`src/rtl/isc_pkg.sv`:
```
package isc_pkg;
   // Number of event sources and width of the register port data.
   localparam int unsigned ISC_NUM_SRC = 6;
   localparam int unsigned ISC_DATA_W  = 8;
   localparam int unsigned ISC_ADDR_W  = 1;

   // Register select values on the port.
   typedef enum logic [ISC_ADDR_W-1:0] {
      ISC_SEL_ENABLE = 1'b0,
      ISC_SEL_STATUS = 1'b1
   } isc_sel_e;
endpackage

```
`src/rtl/isc_edge_det.sv`:
```
module isc_edge_det #(
   parameter int unsigned WIDTH = isc_pkg::ISC_NUM_SRC
) (
   input  logic             clk,
   input  logic             rst_n,
   input  logic [WIDTH-1:0] sig_in,
   output logic [WIDTH-1:0] sig_prev,
   output logic [WIDTH-1:0] rise
);
   initial begin
      if (WIDTH < 1) $error("isc_edge_det: WIDTH must be at least 1");
   end

   for (genvar i = 0; i < WIDTH; i++) begin : g_lane
      logic prev_q;
      always_ff @(posedge clk or negedge rst_n) begin
         if (!rst_n) prev_q <= 1'b0;
         else        prev_q <= sig_in[i];
      end
      assign sig_prev[i] = prev_q;
      assign rise[i]     = sig_in[i] & ~prev_q;
   end
endmodule

```
`src/rtl/isc_regport.sv`:
```
module isc_regport #(
   parameter int unsigned NUM_SRC = isc_pkg::ISC_NUM_SRC,
   parameter int unsigned DATA_W  = isc_pkg::ISC_DATA_W,
   parameter int unsigned ADDR_W  = isc_pkg::ISC_ADDR_W
) (
   input  logic               clk,
   input  logic               rst_n,
   input  logic               we,
   input  logic [ADDR_W-1:0]  addr,
   input  logic [DATA_W-1:0]  wdata,
   input  logic [NUM_SRC-1:0] status_q,
   output logic [NUM_SRC-1:0] en_q,
   output logic [NUM_SRC-1:0] clr_mask,
   output logic [DATA_W-1:0]  rdata
);
   localparam int unsigned PAD_W = DATA_W - NUM_SRC;

   initial begin
      if (NUM_SRC > DATA_W) $error("isc_regport: NUM_SRC exceeds DATA_W");
      if (ADDR_W < 1)       $error("isc_regport: ADDR_W must be at least 1");
   end

   logic en_wr;
   assign en_wr = we && (addr == ADDR_W'(isc_pkg::ISC_SEL_ENABLE));

   always_ff @(posedge clk or negedge rst_n) begin
      if (!rst_n)     en_q <= '0;
      else if (en_wr) en_q <= wdata[NUM_SRC-1:0];
   end

   // Sources written with a zero enable lose their latched bit this edge.
   assign clr_mask = en_wr ? ~wdata[NUM_SRC-1:0] : '0;

   if (PAD_W > 0) begin : g_pad
      assign rdata = {{PAD_W{1'b0}}, status_q};
   end else begin : g_nopad
      assign rdata = status_q;
   end
endmodule

```
`src/rtl/isc_status_bank.sv`:
```
module isc_status_bank #(
   parameter int unsigned NUM_SRC = isc_pkg::ISC_NUM_SRC
) (
   input  logic               clk,
   input  logic               rst_n,
   input  logic [NUM_SRC-1:0] en_q,
   input  logic [NUM_SRC-1:0] rise,
   input  logic [NUM_SRC-1:0] clr_mask,
   output logic [NUM_SRC-1:0] status_d,
   output logic [NUM_SRC-1:0] status_q
);
   for (genvar i = 0; i < NUM_SRC; i++) begin : g_bit
      // Clear has priority over a coincident set.
      always_comb begin
         if (clr_mask[i])               status_d[i] = 1'b0;
         else if (en_q[i] && rise[i])   status_d[i] = 1'b1;
         else                           status_d[i] = status_q[i];
      end
      always_ff @(posedge clk or negedge rst_n) begin
         if (!rst_n) status_q[i] <= 1'b0;
         else        status_q[i] <= status_d[i];
      end
   end
endmodule

```
`src/rtl/isc_irq_gen.sv`:
```
module isc_irq_gen #(
   parameter int unsigned NUM_SRC = isc_pkg::ISC_NUM_SRC,
   parameter bit          REG_IRQ = 1'b1
) (
   input  logic               clk,
   input  logic               rst_n,
   input  logic [NUM_SRC-1:0] status_d,
   input  logic [NUM_SRC-1:0] status_q,
   output logic               irq
);
   if (REG_IRQ) begin : g_reg
      logic irq_q;
      logic arm, drop;
      assign arm  = (status_q == '0) && (status_d != '0);
      assign drop = (status_d == '0);
      always_ff @(posedge clk or negedge rst_n) begin
         if (!rst_n)    irq_q <= 1'b0;
         else if (arm)  irq_q <= 1'b1;
         else if (drop) irq_q <= 1'b0;
      end
      assign irq = irq_q;
   end else begin : g_comb
      assign irq = |status_q;
   end
endmodule

```
`src/rtl/isc_intr_ctrl.sv`:
```
module isc_intr_ctrl #(
   parameter int unsigned NUM_SRC = isc_pkg::ISC_NUM_SRC,
   parameter int unsigned DATA_W  = isc_pkg::ISC_DATA_W,
   parameter int unsigned ADDR_W  = isc_pkg::ISC_ADDR_W,
   parameter bit          REG_IRQ = 1'b1
) (
   input  logic               clk,
   input  logic               rst_n,
   input  logic               reg_we,
   input  logic [ADDR_W-1:0]  reg_addr,
   input  logic [DATA_W-1:0]  reg_wdata,
   output logic [DATA_W-1:0]  reg_rdata,
   input  logic [NUM_SRC-1:0] src_in,
   output logic [NUM_SRC-1:0] status_out,
   output logic               irq_out
);
   logic [NUM_SRC-1:0] src_q;
   logic [NUM_SRC-1:0] rise;
   logic [NUM_SRC-1:0] en_q;
   logic [NUM_SRC-1:0] clr_mask;
   logic [NUM_SRC-1:0] status_d;
   logic [NUM_SRC-1:0] status_q;

   isc_edge_det #(.WIDTH(NUM_SRC)) u_edge (
      .clk(clk), .rst_n(rst_n), .sig_in(src_in), .sig_prev(src_q), .rise(rise)
   );

   isc_regport #(.NUM_SRC(NUM_SRC), .DATA_W(DATA_W), .ADDR_W(ADDR_W)) u_regs (
      .clk(clk), .rst_n(rst_n), .we(reg_we), .addr(reg_addr), .wdata(reg_wdata),
      .status_q(status_q), .en_q(en_q), .clr_mask(clr_mask), .rdata(reg_rdata)
   );

   isc_status_bank #(.NUM_SRC(NUM_SRC)) u_stat (
      .clk(clk), .rst_n(rst_n), .en_q(en_q), .rise(rise), .clr_mask(clr_mask),
      .status_d(status_d), .status_q(status_q)
   );

   isc_irq_gen #(.NUM_SRC(NUM_SRC), .REG_IRQ(REG_IRQ)) u_irq (
      .clk(clk), .rst_n(rst_n), .status_d(status_d), .status_q(status_q), .irq(irq_out)
   );

   assign status_out = status_q;
endmodule

```
`config.mk`:
```
export PLATFORM = sky130hd
export DESIGN_NAME = isc_intr_ctrl
export DESIGN_NICKNAME = d
export VERILOG_FILES = /design/src/rtl/isc_pkg.sv /design/src/rtl/isc_edge_det.sv /design/src/rtl/isc_regport.sv /design/src/rtl/isc_status_bank.sv /design/src/rtl/isc_irq_gen.sv /design/src/rtl/isc_intr_ctrl.sv
export SDC_FILE = /design/constraint.sdc
export NUM_CORES = 1
export LEC_CHECK = 0
export BUFFER_PORTS_ARGS = -buffer_cell sky130_fd_sc_hd__buf_4
export CAP_MARGIN = 20
export CELL_PAD_IN_SITES_DETAIL_PLACEMENT = 0
export CELL_PAD_IN_SITES_GLOBAL_PLACEMENT = 1
export CORE_ASPECT_RATIO = 1.25
export CORE_MARGIN = 2
export CORE_UTILIZATION = 35
export CTS_CLUSTER_DIAMETER = 50
export DETAILED_ROUTE_END_ITERATION = 12
export PLACE_DENSITY_LB_ADDON = 0.1
export RECOVER_POWER = 25
export REMOVE_ABC_BUFFERS = 1
export SYNTH_ARGS = -nofsm -noshare
export SYNTH_HDL_FRONTEND = slang
export SYNTH_SLANG_ARGS = --single-unit
```
`constraint.sdc`:
```
create_clock -name clk -period 1.9 [get_ports clk]
set_input_delay 0 -clock clk [delete_from_list [all_inputs] [get_ports clk]]
set_output_delay 0 -clock clk [all_outputs]
set_load 0.1 [all_outputs]
```
==> flow_summary.yaml <==
status:
  result_of_the_run: "finished, final reports clean"
place:
  hpwl_um: 1058
  gpl_wtd_cong: 0.6214
  detailed_place.area_um2: 979.7
  port-buffer-count: 28
global_routing:
  wire_length_of_the_first_global_routing_pass_um: 2518
  globalRouteOverflowTotal: 0
  grt_usage: 0.1319
  grt_start_max_net_pins: 20
  global_route.usage.met3: 0.01899
  antenna_violations_before_repair: 0
  grt_pass1_vias: 595
  busiest_metal_layer_after_global_routing: "met2"
  globalRouteMet1Util: 0.1805
  gr-usage-met2: 0.1964
min_path:
  hold_path.startpoint: "reg_we"
  min-delay-path-class: "in2reg"
yosys:
  synthMostInstantiatedCell: "sky130_fd_sc_hd__dfrtp_1"
  synth.yosys.warnings: 0
  synth.top_cells.by_count: "19 x sky130_fd_sc_hd__dfrtp_1, 8 x sky130_fd_sc_hd__buf_4, 5 x sky130_fd_sc_hd__mux2_2"
  post_synth_main_area_contributors: "sky130_fd_sc_hd__dfrtp_1 60%, sky130_fd_sc_hd__buf_4 7.6%, sky130_fd_sc_hd__mux2_2 7.1%, sky130_fd_sc_hd__and3b_1 4.4%, sky130_fd_sc_hd__o22a_1 4.4%"
  synth_edf_count: 0
  yosys.area.top_type_share: 0.6013
  synth.yosys.seq_area_share: 0.6013
  synthesis.instances: 62
  mapped_cell_area_um2: 790.8
  synth_area_leader_cell: "sky130_fd_sc_hd__dfrtp_1"
  postSynthRegisterBits: 19
  syn-mean-instance-area_um2: 12.75
  yosys_most_used_dff: "sky130_fd_sc_hd__dfrtp_1"
  synth_cell_types: 21
  postSynth.asyncResetShare: 1.000
power_and_ir_drop:
  power_density_nw_per_um2: 1300
  worst_ir_drop_vdd_uv: 747.9
  total_leakage_power_nw: 0.5514
  design_power_total_mw: 1.474
detailed_routing:
  post-route-drc-count: 0
  drt-pass1-iter-count: 4
  drt_antenna_net_count: 0
  drt-total-wl_um: 1561
  detail_route.wl_per_cell_um: 12.01
  vias_per_cell: 4.515
  number_of_drc_violations_after_detailed_routing_iteration_0: 12
  num_vias: 587
layout:
  postLayoutCellArea_um2: 1134
  finalNetCount: 118
  multi_input_comb_area_um2: 244.0
  antenna_cells_inserted: 0
  number_of_fill_cells: 198
  syn2layout_area_growth_pct: 43.35
  layout.area.seq_um2: 475.5
  drive_above_1_share: 0.3737
worst_setup_path:
  crit_required_ns: 2.09
  cpLargestDelayFamily: "compound AO/OA/AOI/OAI gates"
  critical_path.cell_chain: "and3b_1, o22a_1, a2111o_1, o32a_1"
  timing.setup.critical_path_class: "reg2reg"
  endpoint_kind: "register"
  slowest_stage: "sky130_fd_sc_hd__dfrtp_1"
  path_buf_inv: 0
  crit_path_max_fanout: 2
  regToRegStartpoint: "u_regs.en_q[0]"
  timing.critical_path.from: "u_regs.en_q[0]"
  critical_path.startpoint_type: "register"
  critPathArrivalTime_ns: 1.77
  crit_path_max_incr_delay_ns: 0.39
clocking:
  cts_root_buffer: "sky130_fd_sc_hd__clkbuf_4"
  numClockSinks: 19
  clkSlewWorstSetupHoldPaths_ns: 0.11
  htree_num_levels: 1
  cts_buffer_depth: 2
  cts_repair_resize_count: 0
  cts-buffers-inserted: 3
  clock_tree_from_tritoncts: "built"
  clock_latency_ns: 0.30
timing:
  clock.fmax_ghz: 0.6325
  final_min_period_over_clock_period: 0.8321
  final-max-slew-violation-count: 0
  maxSlewHeadroom: 0.3168
  hold_violations: 0
  hold_slack_ns: 0.1042
  rsz0062_at_grt: "false"
  max_slew.worst_pin.slew_ns: 1.025
  setup-violations-final: 0
  setup_tns_ns: 0
  period_needed_ns: 1.581
  skew_ns: 0.007023
floorplan:
  floorplan.die_area_um2: 2658
  dieWidth_um: 46.52
  fp.coreArea_um2: 2163
  die_height_um: 57.15
  top_level_ports: 33
  start_util: 0.3655
  placementRows: 19
job:
  drv.max_cap_violation_count: 0
## layer usage
layer  routed length, um  share of wire
met1                 724           0.46
met2                 744           0.48
met3                  69          0.044
met4                  23          0.015
met5                   0              0
## stage by stage
step | cells | util | worst slack, ns
final | 130 | 0.5240 | 0.3189
after global routing | 130 | 0.5240 | 0.2768
after CTS | 130 | 0.5257 | 0.3188
after detailed placement | 113 | 0.4529 | 0.3376
after global placement | 113 | 0.4529 | 0.3382
after floorplan | 54 | - | -0.4349
## timing repair
item | in CTS | in global routing
endpoints found under the setup margin | 0 | 0
hold buffers | 13 | 0
buffers inserted | 0 | 0
hold endpoints to repair | 37 | 0
## cells in the final DEF, fill, tap and decap left out, types with 2 or more instances in the layout
cell	count
sky130_fd_sc_hd__buf_4	27
sky130_fd_sc_hd__dfrtp_1	19
sky130_fd_sc_hd__dlygate4sd3_1	13
sky130_fd_sc_hd__mux2_2	5
sky130_fd_sc_hd__and3b_1	4
sky130_fd_sc_hd__o22a_1	4
sky130_fd_sc_hd__nor2_1	4
sky130_fd_sc_hd__inv_1	3
sky130_fd_sc_hd__clkbuf_4	3
sky130_fd_sc_hd__nand2_1	2
sky130_fd_sc_hd__conb_1	2
## sequential cells by signal (all words and copies together) (netlist names)
register,cells
u_edge.g_lane.prev_q,6
u_irq.irq,1
u_regs.en_q,6
u_stat.status_q,6
## cells by family (layout without fill, tap and decap cells)
| logic type | after synthesis | after routing | share of synthesized area |
|---|---|---|---|
| buffers and inverters | 12 | 48 | 0.09493 |
| multiplexers | 5 | 5 | 0.07120 |
| other | 1 | 2 | 0.004742 |
| flip-flops | 19 | 19 | 0.6013 |
| AO/OA/AOI/OAI | 10 | 10 | 0.1044 |
| AND/OR/NAND/NOR | 15 | 15 | 0.1234 |
## final cells by class
class | count | share of cell area
clock buffer | 3 | 0.01987
clock inverter | 1 | 0.004415
inverter | 3 | 0.009934
multi-input combinational | 32 | 0.2152
sequential | 19 | 0.4194
tap | 31 | 0.03422
timing repair buffer | 41 | 0.2969
## final timing paths
check | to | slack, ns | cells past startpoint
min | u_stat.status_q[4] | 0.10 | 4
max in group asynchronous | u_stat.status_q[4] | 0.89 | 2
max | u_irq.irq | 0.32 | 4
max reg2reg | u_irq.irq | 0.32 | 4
min in group asynchronous | u_regs.en_q[3] | 0.38 | 2
min reg2reg | u_regs.en_q[1] | 0.50 | 2
## worst min-delay path, stage by stage
cell and delay, ns:
sky130_fd_sc_hd__buf_4 0.09, sky130_fd_sc_hd__nand2b_4 0.12, sky130_fd_sc_hd__nor2_1 0.11, sky130_fd_sc_hd__nor2_1 0.04
## power breakdown
part           leakage, nW  total, mW  internal (mW)  switching [mW]
Combinational        0.309      0.758          0.172           0.586
Sequential           0.224      0.512          0.466          0.0458
Clock               0.0177      0.204         0.0784           0.125
Total                0.551       1.47          0.717           0.757
Note: power is estimated with default switching activity, not from simulation.
